--- src/rtl/xcvr_pdrst_pkg.sv ---
package xcvr_pdrst_pkg;
  localparam int FLAG_N       = 3;
  localparam int FLAG_RSTDONE = 0;
  localparam int FLAG_NR      = 1;
  localparam int FLAG_LOS     = 2;

  typedef enum logic [1:0] {
    SEQ_INIT   = 2'd0,
    SEQ_SETTLE = 2'd1,
    SEQ_RUN    = 2'd2
  } seq_state_e;
endpackage

--- src/rtl/pdrst_pin_cond.sv ---
module pdrst_pin_cond #(
  parameter int SYNC_STAGES   = 2,
  parameter int MIN_PD_CYCLES = 10
) (
  input  logic clk_i,
  input  logic rst_ni,
  input  logic pin_i,
  output logic pd_s_o,
  output logic lowpwr_o,
  output logic restart_o
);
  localparam int HI_W = $clog2(MIN_PD_CYCLES + 1);

  logic [SYNC_STAGES-1:0] sync_q;
  logic [HI_W-1:0]        hi_q;
  logic                   lowpwr_q;
  logic                   pd_s;

  // pin is pulled high when undriven: reset the chain to 1
  always_ff @(posedge clk_i or negedge rst_ni) begin
    if (!rst_ni) sync_q <= '1;
    else         sync_q <= {sync_q[SYNC_STAGES-2:0], pin_i};
  end

  assign pd_s = sync_q[SYNC_STAGES-1];

  always_ff @(posedge clk_i or negedge rst_ni) begin
    if (!rst_ni) begin
      hi_q     <= '0;
      lowpwr_q <= 1'b1;
    end else begin
      lowpwr_q <= pd_s;
      if (!pd_s)                              hi_q <= '0;
      else if (hi_q != HI_W'(MIN_PD_CYCLES))  hi_q <= hi_q + 1'b1;
    end
  end

  assign pd_s_o    = pd_s;
  assign lowpwr_o  = lowpwr_q;
  assign restart_o = lowpwr_q && !pd_s && (hi_q >= HI_W'(MIN_PD_CYCLES));
endmodule

--- src/rtl/init_seq_fsm.sv ---
module init_seq_fsm
  import xcvr_pdrst_pkg::*;
#(
  parameter int INIT_CYCLES = 64
) (
  input  logic       clk_i,
  input  logic       rst_ni,
  input  logic       restart_i,
  output seq_state_e state_o,
  output seq_state_e state_next_o,
  output logic       done_o
);
  localparam int CNT_W = (INIT_CYCLES > 1) ? $clog2(INIT_CYCLES) : 1;

  seq_state_e       state_q, state_d;
  logic [CNT_W-1:0] cnt_q, cnt_d;

  always_comb begin
    state_d = state_q;
    cnt_d   = cnt_q;
    done_o  = 1'b0;
    if (restart_i) begin
      state_d = SEQ_INIT;
      cnt_d   = CNT_W'(INIT_CYCLES - 1);
    end else begin
      unique case (state_q)
        SEQ_INIT: begin
          if (cnt_q == '0) state_d = SEQ_SETTLE;
          else             cnt_d   = cnt_q - 1'b1;
        end
        SEQ_SETTLE: begin
          state_d = SEQ_RUN;
          done_o  = 1'b1;
        end
        default: state_d = SEQ_RUN;
      endcase
    end
  end

  always_ff @(posedge clk_i or negedge rst_ni) begin
    if (!rst_ni) begin
      state_q <= SEQ_INIT;
      cnt_q   <= CNT_W'(INIT_CYCLES - 1);
    end else begin
      state_q <= state_d;
      cnt_q   <= cnt_d;
    end
  end

  assign state_o      = state_q;
  assign state_next_o = state_d;
endmodule

--- src/rtl/status_gate.sv ---
module status_gate (
  input  logic clk_i,
  input  logic rst_ni,
  input  logic live_i,
  input  logic ev_en_i,
  input  logic tx_lol_i,
  input  logic laser_fault_i,
  input  logic rx_lol_i,
  input  logic los_i,
  output logic nr_o,
  output logic los_o,
  output logic ev_nr_o,
  output logic ev_los_o
);
  logic nr_raw, nr_q, los_q;

  assign nr_raw = tx_lol_i | laser_fault_i | rx_lol_i;

  // forced value is 1: leaving a forced period can never look like a rise
  always_ff @(posedge clk_i or negedge rst_ni) begin
    if (!rst_ni) begin
      nr_q  <= 1'b1;
      los_q <= 1'b1;
    end else begin
      nr_q  <= live_i ? nr_raw : 1'b1;
      los_q <= live_i ? los_i  : 1'b1;
    end
  end

  assign ev_nr_o  = ev_en_i && nr_raw && !nr_q;
  assign ev_los_o = ev_en_i && los_i  && !los_q;
  assign nr_o     = nr_q;
  assign los_o    = los_q;
endmodule

--- src/rtl/irq_flag_bank.sv ---
module irq_flag_bank #(
  parameter int N = 3
) (
  input  logic         clk_i,
  input  logic         rst_ni,
  input  logic         clr_i,
  input  logic         rd_i,
  input  logic [N-1:0] set_i,
  output logic [N-1:0] flags_o,
  output logic         int_no
);
  logic [N-1:0] flag_q;

  for (genvar i = 0; i < N; i++) begin : g_flag
    always_ff @(posedge clk_i or negedge rst_ni) begin
      if (!rst_ni)     flag_q[i] <= 1'b0;
      else if (clr_i)  flag_q[i] <= 1'b0;
      else             flag_q[i] <= (flag_q[i] & ~rd_i) | set_i[i];
    end
  end

  assign flags_o = flag_q;
  assign int_no  = ~|flag_q;
endmodule

--- src/rtl/xcvr_pdrst_seq.sv ---
module xcvr_pdrst_seq
  import xcvr_pdrst_pkg::*;
#(
  parameter int INIT_CYCLES   = 64,
  parameter int MIN_PD_CYCLES = 10,
  parameter int SYNC_STAGES   = 2
) (
  input  logic              clk_i,
  input  logic              rst_ni,
  input  logic              pdrst_i,
  input  logic              tx_lol_i,
  input  logic              laser_fault_i,
  input  logic              rx_lol_i,
  input  logic              los_i,
  input  logic              flag_rd_i,
  output logic              lowpwr_o,
  output logic              int_no,
  output logic              not_ready_o,
  output logic              los_o,
  output logic [FLAG_N-1:0] flags_o
);
  logic              pd_s, restart, done;
  logic              live, ev_en, ev_nr, ev_los;
  seq_state_e        state_q, state_d;
  logic [FLAG_N-1:0] set_vec;

  pdrst_pin_cond #(
    .SYNC_STAGES  (SYNC_STAGES),
    .MIN_PD_CYCLES(MIN_PD_CYCLES)
  ) u_pin (
    .clk_i    (clk_i),
    .rst_ni   (rst_ni),
    .pin_i    (pdrst_i),
    .pd_s_o   (pd_s),
    .lowpwr_o (lowpwr_o),
    .restart_o(restart)
  );

  init_seq_fsm #(
    .INIT_CYCLES(INIT_CYCLES)
  ) u_fsm (
    .clk_i       (clk_i),
    .rst_ni      (rst_ni),
    .restart_i   (restart),
    .state_o     (state_q),
    .state_next_o(state_d),
    .done_o      (done)
  );

  // status opens on entry to settle, one cycle ahead of the done flag
  assign live  = (state_d != SEQ_INIT) && !pd_s;
  assign ev_en = (state_q == SEQ_RUN) && !pd_s && !restart;

  status_gate u_stat (
    .clk_i        (clk_i),
    .rst_ni       (rst_ni),
    .live_i       (live),
    .ev_en_i      (ev_en),
    .tx_lol_i     (tx_lol_i),
    .laser_fault_i(laser_fault_i),
    .rx_lol_i     (rx_lol_i),
    .los_i        (los_i),
    .nr_o         (not_ready_o),
    .los_o        (los_o),
    .ev_nr_o      (ev_nr),
    .ev_los_o     (ev_los)
  );

  always_comb begin
    set_vec               = '0;
    set_vec[FLAG_RSTDONE] = done;
    set_vec[FLAG_NR]      = ev_nr;
    set_vec[FLAG_LOS]     = ev_los;
  end

  irq_flag_bank #(
    .N(FLAG_N)
  ) u_flags (
    .clk_i  (clk_i),
    .rst_ni (rst_ni),
    .clr_i  (restart),
    .rd_i   (flag_rd_i),
    .set_i  (set_vec),
    .flags_o(flags_o),
    .int_no (int_no)
  );
endmodule

--- config.mk ---
export PLATFORM = sky130hd
export DESIGN_NAME = xcvr_pdrst_seq
export DESIGN_NICKNAME = d
export VERILOG_FILES = /design/src/rtl/xcvr_pdrst_pkg.sv /design/src/rtl/pdrst_pin_cond.sv /design/src/rtl/init_seq_fsm.sv /design/src/rtl/status_gate.sv /design/src/rtl/irq_flag_bank.sv /design/src/rtl/xcvr_pdrst_seq.sv
export SDC_FILE = /design/constraint.sdc
export NUM_CORES = 1
export LEC_CHECK = 0
export ABC_AREA = 1
export ABC_CLOCK_PERIOD_IN_PS = 1400
export BUFFER_PORTS_ARGS = -buffer_cell sky130_fd_sc_hd__buf_2
export CORE_MARGIN = 8
export CORE_UTILIZATION = 34
export CTS_CLUSTER_DIAMETER = 120
export DETAILED_ROUTE_END_ITERATION = 6
export SLEW_MARGIN = 5
export SYNTH_ARGS = -nofsm -noshare
export SYNTH_HDL_FRONTEND = slang
export SYNTH_SLANG_ARGS = --single-unit
--- constraint.sdc ---
create_clock -name clk_i -period 1.4 [get_ports clk_i]
set_input_delay 0.28 -clock clk_i [delete_from_list [all_inputs] [get_ports clk_i]]
set_output_delay 0.28 -clock clk_i [all_outputs]
set_load 0.05 [all_outputs]
* Word level (Yosys, flattened, before mapping)
Cells that the tools add are included.
Cells by class: add/sub/neg operators 2, $lt $le $gt $ge 1, eq/ne operators 5, muxes and demuxes 15, bitwise gates (word level) 9, reduce and logical (&&, ||, !) cells 20
Operator list (count):
- 2-to-1 mux 6 bit | 3
- logical AND 1 bit | 9
- 2-to-1 mux 4 bit | 2
- 2-to-1 mux 1 bit | 7
- zero test 6 bit | 1
- 2-to-1 mux 2 bit | 3
- subtractor 6 x 1 -> 6 bit, second input constant | 1
- zero test 1 bit | 5
- OR 1 bit | 5
- adder 4 x 1 -> 4 bit, second input constant | 1
- greater-or-equal comparator 4 bit, second input constant | 1
- != test 2 bit, second input constant | 2
- != test 4 bit, second input constant | 1
- nonzero test 2 bit | 2
- bitwise AND 1 bit | 3
- OR reduction 3 bit | 1
- == test 2 x 1 -> 1 bit, second input constant | 1
- == test 2 bit, second input constant | 1
- zero test 2 bit | 1
- AND reduction 2 bit | 1
- inverter 1 bit | 1
Storage, ports and cells: flip-flop bits (word level) 20, input port bits 8, output and inout bits 7, word-level logic and storage cells 62

* Longest topological paths before layout
Gate-level depths: netlist of run 1.
depth in word-level cells 9, depth in mapped cells 10, gate-level depth less buffers 9

* Cells and area by module
A second synthesis of run 1 with hierarchy kept.
Unflattened totals: cells, all modules 132, area, all modules 1047.3 sq um
By module, submodules not included:
- init_seq_fsm | times used 1, cells each 60, area an instance 476.7 sq um, sequential area each 207.7 sq um
- pdrst_pin_cond | times used 1, cells each 38, area an instance 326.6 sq um, sequential area each 178.9 sq um
- irq_flag_bank | times used 1, cells each 14, area an instance 121.4 sq um, sequential area each 75.1 sq um
- status_gate | times used 1, cells each 12, area an instance 92.6 sq um, sequential area each 52.6 sq um
- xcvr_pdrst_seq | times used 1, cells each 8, area an instance 30.0 sq um, sequential area each 0.0 sq um

* Worst setup path after synthesis of run 1
No wires, ideal clock.
kind register to output, start reg u_flags.flag_q[1] (netlist: u_flags.flags_o[1]), end out int_no, data arrival time 1.723 ns, data required time 1.120 ns, path slack -0.603 ns, stages on the path, launching flop included 2, buffers on the path 0, cells stage by stage dfrtp_1 > nor3_1
Between the ends: cells in the longest elaborated chain, start to end 2
Ends and longest elaborated chain:
- start: declaration | line irq_flag_bank.sv:12 | logic [N-1:0] flag_q;
- start signal: indexed assignment | line irq_flag_bank.sv:18 | else flag_q[i] <= (flag_q[i] & ~rd_i) | set_i[i];
- OR reduction 3 bit | line irq_flag_bank.sv:23 | assign int_no = ~|flag_q;
- zero test 1 bit | line irq_flag_bank.sv:23
- end: declaration | line xcvr_pdrst_seq.sv:17 | output logic int_no,
No other way between the ends.

* Final worst setup path of run 1
start reg u_flags.flag_q[2] (netlist: u_flags.flags_o[2]), end out int_no
Same word-level chain as after synthesis.

==> results.sh, run 1 <==
export IMPL_worstSetupStartpointType="flip-flop"
export IMPL_drtAntennaViolNets=0
export IMPL_grt_max_degree=21
export IMPL_stdcell_count=178
export IMPL_drc=0
export IMPL_worstPathMaxFanout=3
export IMPL_wl_per_cell_um=11.17
export IMPL_cp_end_kind="primary output"
export IMPL_routed_via_density=4.534
export IMPL_drtIter0Drc=40
export IMPL_track_usage=0.08437
export IMPL_ys_ff_latch=20
export IMPL_crit_chain="nor3_4, buf_6"
export IMPL_antenna_found_initial=0
export IMPL_min_period_ns=1.384
export IMPL_nets=159
export IMPL_rrSetupSlack_ns=0.07
export IMPL_crit_path_top_delay_cell="dfrtp_2"
export IMPL_yosysUniqueCellTypes=22
export IMPL_max_freq_mhz=722.5
export IMPL_hpwl_mm=1.500
export IMPL_syn_avg_cell_area_um2=8.475
export IMPL_cts_max_path_buffers=2
export IMPL_dp_cells=171
export IMPL_die_x_um=70.46
export IMPL_worst_pin_slew_ns=0.4584
export IMPL_min_path_cells=1
export IMPL_drive_gt1_frac=0.3605
export IMPL_post_route_period_util=0.9886
export IMPL_yosysWarnings=0
export IMPL_grt_pass1_wl_mm=3.443
export IMPL_cts_buffers=3
export IMPL_clock_sinks=20
export IMPL_coreArea_um2=2781
export IMPL_cp_num_buf_inv=1
export IMPL_initial_core_util=0.3626
export IMPL_p_leak_nw=0.6797
export IMPL_dieHeight_um=70.46
export IMPL_globalplace_congestion=0.7850
export IMPL_reg2regPathDepth=7
export IMPL_cts_tree="built"
export IMPL_yosysSeqAreaShare=0.5099
export IMPL_outcome="finished, final reports clean"
export IMPL_htree_levels=1
export IMPL_vias=807
export IMPL_finalWirelength_mm=1.988
export IMPL_path_depth=2
export IMPL_gr_total_overflow=0
export IMPL_cp_top_family="flip-flops"
export IMPL_rsz0062_at_grt="true"
export IMPL_hold_viol_final=0
export IMPL_maxSlewViolCount=0
export IMPL_fillers=268
export IMPL_setup_viol=0
export IMPL_die_area_um2=4965
export IMPL_syn_nets=130
export IMPL_root_buffer="clkbuf_4"
export IMPL_synth_area_um2=1008
export IMPL_worstPathRequired_ns=1.12
export IMPL_crit_type="flip-flop to primary output"
export IMPL_powerDensity_nw_per_um2=1399
export IMPL_drtPass1Iterations=4
export IMPL_clock_latency_ns=0.30
export IMPL_setup_tns_ns=0
export IMPL_area_growth_pct=27.54
export IMPL_skew_ns=0.005547
export IMPL_syn_inst=119
export IMPL_io_buffers=14
export IMPL_critPathMaxStageDelay_ns=0.45
export IMPL_grt_pass1_vias=838
export IMPL_ir_drop_v=0.0005828
export IMPL_cp_data_arrival_time_ns=1.10
export IMPL_pin_count=15
export IMPL_hp_class="input pin to flip-flop"
export IMPL_rows=19
export IMPL_relSlewSlack=0.6944
export IMPL_clkSlewWorstSetupHoldPaths_ns=0.12
export IMPL_maxCapViolCount=0
export IMPL_antenna_cells=0
## logic make-up after synthesis
logic type	count (synthesis)	share of synthesized area
and+or+nand+nor	70	0.3251
xor gates and xnor gates	2	0.01737
DFF	20	0.5099
AOI/OAI and AO/OA	7	0.03970
adders and majority gates	3	0.03722
buffers and inverters	17	0.07071
## report_power, final
| part | switching, mW | internal, mW |
|---|---|---|
| combinational | 0.425 | 0.319 |
| sequential | 0.0476 | 0.670 |
| clock | 0.179 | 0.158 |
## cell type report
class | instances | area (µm²) | area share
Clock buffer | 4 | 36.28 | 0.02821
Inverter | 16 | 60.06 | 0.04669
Multi-Input combinational cell | 82 | 466.7 | 0.3628
Sequential cell | 20 | 515.5 | 0.4008
Tap cell | 31 | 38.79 | 0.03016
Timing Repair Buffer | 25 | 168.9 | 0.1313
## stage by stage
stage	utilization	hold WS, ns	cell area, µm²	setup WS, ns	total power, mW
floorplan	-	-0.01559	1021	0.01189	1.240
global route	0.4624	0.04076	1286	-0.03860	1.915
finish	0.4624	0.06273	1286	0.01596	1.799
global placement	0.4238	0.2494	1179	0.002676	1.361
detailed placement	0.4238	0.2597	1179	-0.02085	1.396
CTS	0.4498	0.04883	1251	-0.01162	1.769
## cells in the final DEF, fill, tap and decap left out, types with 2 or more instances in the layout
master	instances
inv_1	14
inv_2	2
buf_4	13
nor2_1	10
clkbuf_4	3
nand3_1	10
nand2_2	2
dfrtp_1	8
ha_1	2
nand2_1	37
o21ai_0	2
dfstp_2	11
xnor2_1	2
buf_2	10
a21oi_1	3
nand2_4	4
## cells in the mapped netlist, drive strengths merged
master | number | area share
a21oi | 3 | 0.015
buf | 1 | 0.011
dfrtp | 9 | 0.22
dfstp | 11 | 0.29
ha | 3 | 0.037
inv | 16 | 0.060
nand2 | 43 | 0.18
nand3 | 10 | 0.050
nand3b | 1 | 0.0074
nand4 | 1 | 0.0062
nor2 | 12 | 0.063
nor3 | 2 | 0.0099
o21ai | 3 | 0.019
o22ai | 1 | 0.0062
or2 | 1 | 0.0062
xnor2 | 2 | 0.017
## repair_timing
action                     4_1_cts  5_1_grt
resized for setup                7        5
hold buffers                     1        0
hold endpoints to repair         9        0
setup endpoints to repair       10        8
pin swaps                        1        7
buffers inserted                 0        2
## registers in the layout, indices dropped and copies added, names as in the netlist
register         count
u_flags.flags_o      3
u_fsm.cnt_q          6
u_fsm.state_o        2
u_pin.hi_q           4
u_pin.lowpwr_o       1
u_pin.sync_q         2
u_stat.los_o         1
u_stat.nr_o          1
## path summary, 6_finish.rpt
kind,startpoint,to
max in group asynchronous,rst_ni,u_fsm.cnt_q[4]
min reg2reg,u_pin.sync_q[0],u_pin.sync_q[1]
min in group asynchronous,rst_ni,u_pin.hi_q[2]
max,u_flags.flags_o[2],int_no
max reg2reg,u_fsm.cnt_q[1],u_fsm.cnt_q[5]
min,pdrst_i,u_pin.sync_q[0]
## routing by layer
metal  GRT usage  part of all wire  vias to the layer above
li1            -                 -                      423
met1     0.09429              0.44                      370
met2      0.1388              0.50                       12
met3     0.02401             0.047                        2
met4     0.04911             0.011                        0
met5           0                 0                        -
No activity file was read; power rests on OpenSTA's default activity.
==> run 2, diff against run 1 <==
ABC_CLOCK_PERIOD_IN_PS = default   (was 1400)
CORE_MARGIN = 10   (was 8)
clock period = 1.3 ns   (was 1.4 ns; I/O delays follow)
==> run 2 against run 1 <==
Compared with the run above: the flow now finishes with violations (setup timing); clock power increased by 54%; hold slack got worse by 0.043 ns; clock-buffer cell count decreased by 1; sequential share of layout area decreased by 2.9 points; sequential power increased by 9.3%; die area increased by 12%; core utilization increased by 3.3 points; wire length increased by 4.4%; first-iteration DRC count increased by 2.5%; cell area increased by 8.1%; flip-flop and latch count unchanged; combinational power increased by 12%; largest power group unchanged; highest routed layer unchanged.
==> results.sh, run 2 (synthesized netlist as in run 1, its figures left out) <==
export IMPL_outcome="finished, violations left"
export IMPL_violations="setup timing"
export IMPL_worstPathMaxFanout=3
export IMPL_grt_pass1_vias=828
export IMPL_p_leak_nw=0.6970
export IMPL_hold_viol_final=0
export IMPL_root_buffer="clkbuf_4"
export IMPL_crit_path_top_delay_cell="dfrtp_2"
export IMPL_pin_count=15
export IMPL_crit_type="flip-flop to primary output"
export IMPL_wl_per_cell_um=11.53
export IMPL_io_buffers=14
export IMPL_drtAntennaViolNets=0
export IMPL_clock_sinks=20
export IMPL_nets=161
export IMPL_gr_total_overflow=0
export IMPL_maxCapViolCount=0
export IMPL_cp_end_kind="primary output"
export IMPL_clock_latency_ns=0.32
export IMPL_routed_via_density=4.672
export IMPL_rsz0062_at_grt="true"
export IMPL_worstPathRequired_ns=1.04
export IMPL_globalplace_congestion=0.8597
export IMPL_final_cell_mix="27 x nand2_1, 13 x nand2_2, 12 x inv_1, 12 x buf_4, 11 x dfstp_2"
export IMPL_max_freq_mhz=723.3
export IMPL_hp_class="input pin to flip-flop"
export IMPL_cts_tree="built"
export IMPL_antenna_found_initial=0
export IMPL_min_period_ns=1.382
export IMPL_antenna_cells=0
export IMPL_ir_drop_v=0.0005765
export IMPL_setup_viol=7
export IMPL_drive_gt1_frac=0.4765
export IMPL_cts_buffers=3
export IMPL_cts_max_path_buffers=2
export IMPL_drtPass1Iterations=4
export IMPL_initial_core_util=0.3595
export IMPL_pre_cts_ws_ns=-0.005524
export IMPL_grt_pass1_wl_mm=3.698
export IMPL_setup_ws_ns=-0.08250
export IMPL_largest_reg_flops=6
export IMPL_cp_top_family="flip-flops"
export IMPL_drtIter0Drc=41
export IMPL_coreArea_um2=2805
export IMPL_cp_data_arrival_time_ns=1.12
export IMPL_powerDensity_nw_per_um2=1537
export IMPL_worst_pin_slew_ns=0.4577
export IMPL_stdcell_count=180
export IMPL_worstSetupStartpointType="flip-flop"
export IMPL_maxSlewViolCount=0
export IMPL_skew_ns=0.01233
export IMPL_finalWirelength_mm=2.075
export IMPL_dieHeight_um=74.46
export IMPL_post_route_period_util=1.063
export IMPL_die_x_um=74.46
export IMPL_rows=19
export IMPL_dp_cells=172
export IMPL_hpwl_mm=1.495
export IMPL_grt_max_degree=21
export IMPL_final_core_util=0.4955
export IMPL_area_growth_pct=37.84
export IMPL_die_area_um2=5544
export IMPL_regMostFlops="u_fsm.cnt_q"
export IMPL_final_common_cell="nand2_1"
export IMPL_vias=841
export IMPL_track_usage=0.08833
export IMPL_critPathMaxStageDelay_ns=0.45
export IMPL_cp_num_buf_inv=1
export IMPL_relSlewSlack=0.6949
export IMPL_drc=0
export IMPL_htree_levels=1
export IMPL_clkSlewWorstSetupHoldPaths_ns=0.13
export IMPL_crit_chain="nor3_4, buf_6"
## run 2: worst paths after layout
| check | startpoint | endpoint | slack (ns) | cells after the start |
|---|---|---|---|---|
| max | u_flags.flags_o[2] | int_no | -0.08 | 2 |
| min | pdrst_i | u_pin.sync_q[0] | 0.02 | 1 |
| max reg2reg | u_pin.hi_q[1] | u_fsm.cnt_q[0] | -0.03 | 8 |
| min reg2reg | u_pin.sync_q[0] | u_pin.sync_q[1] | 0.37 | 0 |
| max in group asynchronous | rst_ni | u_fsm.cnt_q[3] | 0.54 | 2 |
| min in group asynchronous | rst_ni | u_pin.hi_q[2] | 0.40 | 2 |
## run 2: routing by layer
metal	GRT usage	vias to the layer above	routed length, µm
met2	0.1335	19	976
met3	0.01197	5	78
met1	0.1108	392	951
met4	0.06933	0	68
met5	0	-	0
li1	-	425	-
## run 2: area by class of cell
class / count / area (µm²)
fill: 272 / 1415
tap: 31 / 38.79
multi-input combinational: 82 / 509.2
timing repair buffer: 27 / 212.7
sequential: 20 / 516.7
clock inverter: 1 / 30.03
clock buffer: 3 / 22.52
inverter: 16 / 60.06
## run 2: repair_timing
| item | CTS | global route |
|---|---|---|
| setup endpoints to repair | 11 | 14 |
| hold endpoints to repair | 9 | 0 |
| gates cloned | 0 | 0 |
| pin swaps | 9 | 15 |
| hold buffers | 1 | 0 |
| buffers inserted | 2 | 1 |
| gates resized for setup | 19 | 14 |
## run 2: power by group
group / total, mW / internal [mW] / leakage (nW) / switching (mW)
clock network: 0.522 / 0.312 / 0.0279 / 0.210
logic: 0.831 / 0.383 / 0.440 / 0.447
registers: 0.784 / 0.722 / 0.229 / 0.0615
total: 2.14 / 1.42 / 0.697 / 0.719
## run 2: stage by stage
stage               total power [mW]  area [µm²]  hold slack, ns  setup TNS, ns
detailed placement             1.509        1197          0.2353      -0.005533
CTS                            2.125        1338         0.01011        -0.1532
floorplan                      1.352        1032        -0.03559        -0.1960
finish                         2.137        1390         0.01946        -0.1639
global route                   2.305        1390        0.004618         -1.107
global placement               1.507        1197          0.2244              0
==> run 3, diff against run 2 <==
ABC_AREA = default   (was 1)
CAP_MARGIN = 25   (was default)
CORE_ASPECT_RATIO = 0.6   (was default)
==> run 3 against run 2 <==
Compared with the run above: critical endpoint is now u_stat.nr_o; clock skew decreased by 0.0050 ns; combinational power down 45%; the flow still finishes with violations (setup timing); cell area rose by 5.3%.
==> results.sh, run 3 <==
export IMPL_outcome="finished, violations left"
export IMPL_violations="setup timing"
export IMPL_antenna_found_initial=0
export IMPL_setup_viol=14
export IMPL_yosys_top_cells_count="11 x dfstp_2, 9 x dfrtp_1, 7 x a21oi_1, 5 x nand2b_1, 5 x nand3_1"
export IMPL_synth_area_um2=959.7
export IMPL_min_path_cells=1
export IMPL_coreArea_um2=2592
export IMPL_nets=142
export IMPL_htree_levels=1
export IMPL_multi_input_area_um2=538.0
export IMPL_reg2regPathDepth=4
export IMPL_synth_most_common_cell="dfstp_2"
export IMPL_post_route_period_util=1.244
export IMPL_grt_pass1_wl_mm=3.912
export IMPL_antenna_cells=0
export IMPL_globalplace_congestion=0.8485
export IMPL_critPathMaxStageDelay_ns=0.46
export IMPL_min_period_ns=1.617
export IMPL_die_x_um=88.59
export IMPL_clock_sinks=20
export IMPL_drtAntennaViolNets=0
export IMPL_gr_total_overflow=0
export IMPL_holdWs_ns=0.09744
export IMPL_worstPathMaxFanout=3
export IMPL_synth_top_area_frac=0.3012
export IMPL_syn_avg_cell_area_um2=11.16
export IMPL_syn_nets=97
export IMPL_yosysUniqueCellTypes=31
export IMPL_die_area_um2=5417
export IMPL_track_usage=0.09330
export IMPL_rsz0062_at_grt="true"
export IMPL_hp_class="input pin to flip-flop"
export IMPL_synth_edf_count=0
export IMPL_finalPower_mw=1.609
export IMPL_final_cell_mix="25 x buf_4, 11 x dfstp_2, 10 x buf_2, 9 x dfrtp_1"
export IMPL_setup_ws_ns=-0.3168
export IMPL_ir_drop_v=0.0006144
export IMPL_vias=813
export IMPL_cts_buffers=3
export IMPL_grt_max_degree=21
export IMPL_yosys_area_top_type="dfstp_2"
export IMPL_regArea_um2=514.2
export IMPL_skew_ns=0.007347
export IMPL_worst_pin_slew_ns=0.5086
export IMPL_initial_core_util=0.3702
export IMPL_crit_type="flip-flop to flip-flop"
export IMPL_drive_gt1_frac=0.6231
export IMPL_synth_top_flop_cell="dfstp_2"
export IMPL_dieHeight_um=61.15
export IMPL_path_depth=4
export IMPL_finalInstanceArea_um2=1464
export IMPL_crit_start="u_pin.hi_q[1]"
export IMPL_largest_reg_flops=6
export IMPL_fillers=220
export IMPL_dpl_cell_area_um2=1259
export IMPL_crit_path_top_delay_cell="or4_4"
export IMPL_yosysSeqAreaShare=0.5359
export IMPL_routed_via_density=5.019
export IMPL_relSlewSlack=0.6583
export IMPL_syn_inst=86
export IMPL_io_buffers=14
export IMPL_cts_tree="built"
export IMPL_final_common_cell="buf_4"
export IMPL_drc=0
export IMPL_ys_ff_latch=20
export IMPL_worstPathRequired_ns=1.48
export IMPL_worstSetupStartpointType="flip-flop"
export IMPL_clock_latency_ns=0.26
export IMPL_pre_cts_ws_ns=-0.4097
export IMPL_p_leak_nw=0.6584
export IMPL_cp_end_kind="flip-flop"
export IMPL_drtPass1Iterations=4
export IMPL_cp_data_arrival_time_ns=1.80
export IMPL_drtIter0Drc=36
export IMPL_max_freq_mhz=618.5
export IMPL_final_core_util=0.5647
export IMPL_hold_viol_final=0
export IMPL_cp_num_buf_inv=1
export IMPL_wl_per_cell_um=14.72
export IMPL_cts_max_path_buffers=2
export IMPL_area_growth_pct=52.54
export IMPL_crit_chain="buf_6, or3_4, and2_4, or4_4"
export IMPL_clkSlewWorstSetupHoldPaths_ns=0.08
export IMPL_hpwl_mm=1.646
export IMPL_yosysWarnings=0
export IMPL_pin_count=15
export IMPL_rows=14
export IMPL_min_from="pdrst_i"
export IMPL_reg2reg_from="u_pin.hi_q[1]"
export IMPL_cp_top_family="simple AND/OR/NAND/NOR gates"
export IMPL_grt_pass1_vias=850
export IMPL_regMostFlops="u_fsm.cnt_q"
export IMPL_finalWirelength_mm=2.384
export IMPL_ys_async_sr_fraction=1.000
export IMPL_maxSlewViolCount=0
export IMPL_synth_top_cells_by_area="dfstp_2 30%, dfrtp_1 23%, ha_1 3.9%"
export IMPL_maxCapViolCount=0
export IMPL_root_buffer="clkbuf_8"
export IMPL_powerDensity_nw_per_um2=1099
## run 3: cell count changes after synthesis, moves of 3 or more
cell	previous run	this run
or3_1	0	3
nand2b_1	0	5
nor2_1	10	4
a21oi_1	3	7
nand2_2	3	0
nand2_1	38	3
mux2i_1	0	3
inv_1	15	3
nand3_1	10	5
or4_1	0	4
## run 3: kinds of logic after synthesis
group | Yosys count | synth area share
AND/OR/NAND/NOR | 37 | 0.2386
flip-flops | 20 | 0.5359
AO/OA/AOI/OAI | 16 | 0.1082
buffers and inverters | 5 | 0.02868
multiplexers | 3 | 0.03129
adder cells (fa/ha/maj) | 3 | 0.03912
XOR/XNOR | 2 | 0.01826
## run 3: worst reg2reg max path, delay by kind of cell (launching register included)
kind,cells,cell delay (ns)
DFF,1,0.42
and+or+nand+nor,3,0.99
buffers and inverters,1,0.13
## run 3: stage by stage
step                      cells  setup TNS, ns
after floorplan              86         -2.834
after global placement      151         -2.054
after detailed placement    151         -2.690
after CTS                   161         -2.705
after global routing        162         -3.380
final                       162         -2.819
## run 3: area by class of cell
class | instances | share of cell area
Tap cell | 32 | 0.02735
Timing Repair Buffer | 42 | 0.2154
Sequential cell | 20 | 0.3513
Clock buffer | 4 | 0.03077
Multi-Input combinational cell | 61 | 0.3675
Inverter | 3 | 0.007692
## run 3: final timing paths
check                                      to  slack (ns)
setup / recovery                  u_stat.nr_o       -0.32
hold / removal                u_pin.sync_q[0]         0.1
max in group asynchronous      u_fsm.cnt_q[0]        0.43
setup reg to reg                  u_stat.nr_o       -0.32
min in group asynchronous  u_flags.flags_o[1]        0.51
hold reg to reg               u_pin.sync_q[1]        0.36
## run 3: routing by layer
| metal | up-vias | GRT usage | part of all wire |
|---|---|---|---|
| met3 | 6 | 0.03426 | 0.049 |
| met4 | 0 | 0.04119 | 0.018 |
| met2 | 16 | 0.1578 | 0.48 |
| met5 | - | 0 | 0 |
| met1 | 394 | 0.1057 | 0.45 |
| li1 | 397 | - | - |
## run 3: repair_timing
item,CTS,global route
hold buffers,1,0
endpoints found under the hold margin,9,0
setup endpoints to repair,17,15
gates cloned,0,0
gates resized for setup,22,7
buffers inserted,5,2
pin swaps,7,4
## run 3: report_power, final
| part | leakage [nW] | internal [mW] | switching, mW | total (mW) |
|---|---|---|---|---|
| Sequential | 0.232 | 0.690 | 0.0410 | 0.731 |
| Combinational | 0.404 | 0.234 | 0.220 | 0.454 |
| Clock | 0.0228 | 0.218 | 0.206 | 0.424 |
| Total | 0.658 | 1.14 | 0.467 | 1.61 |
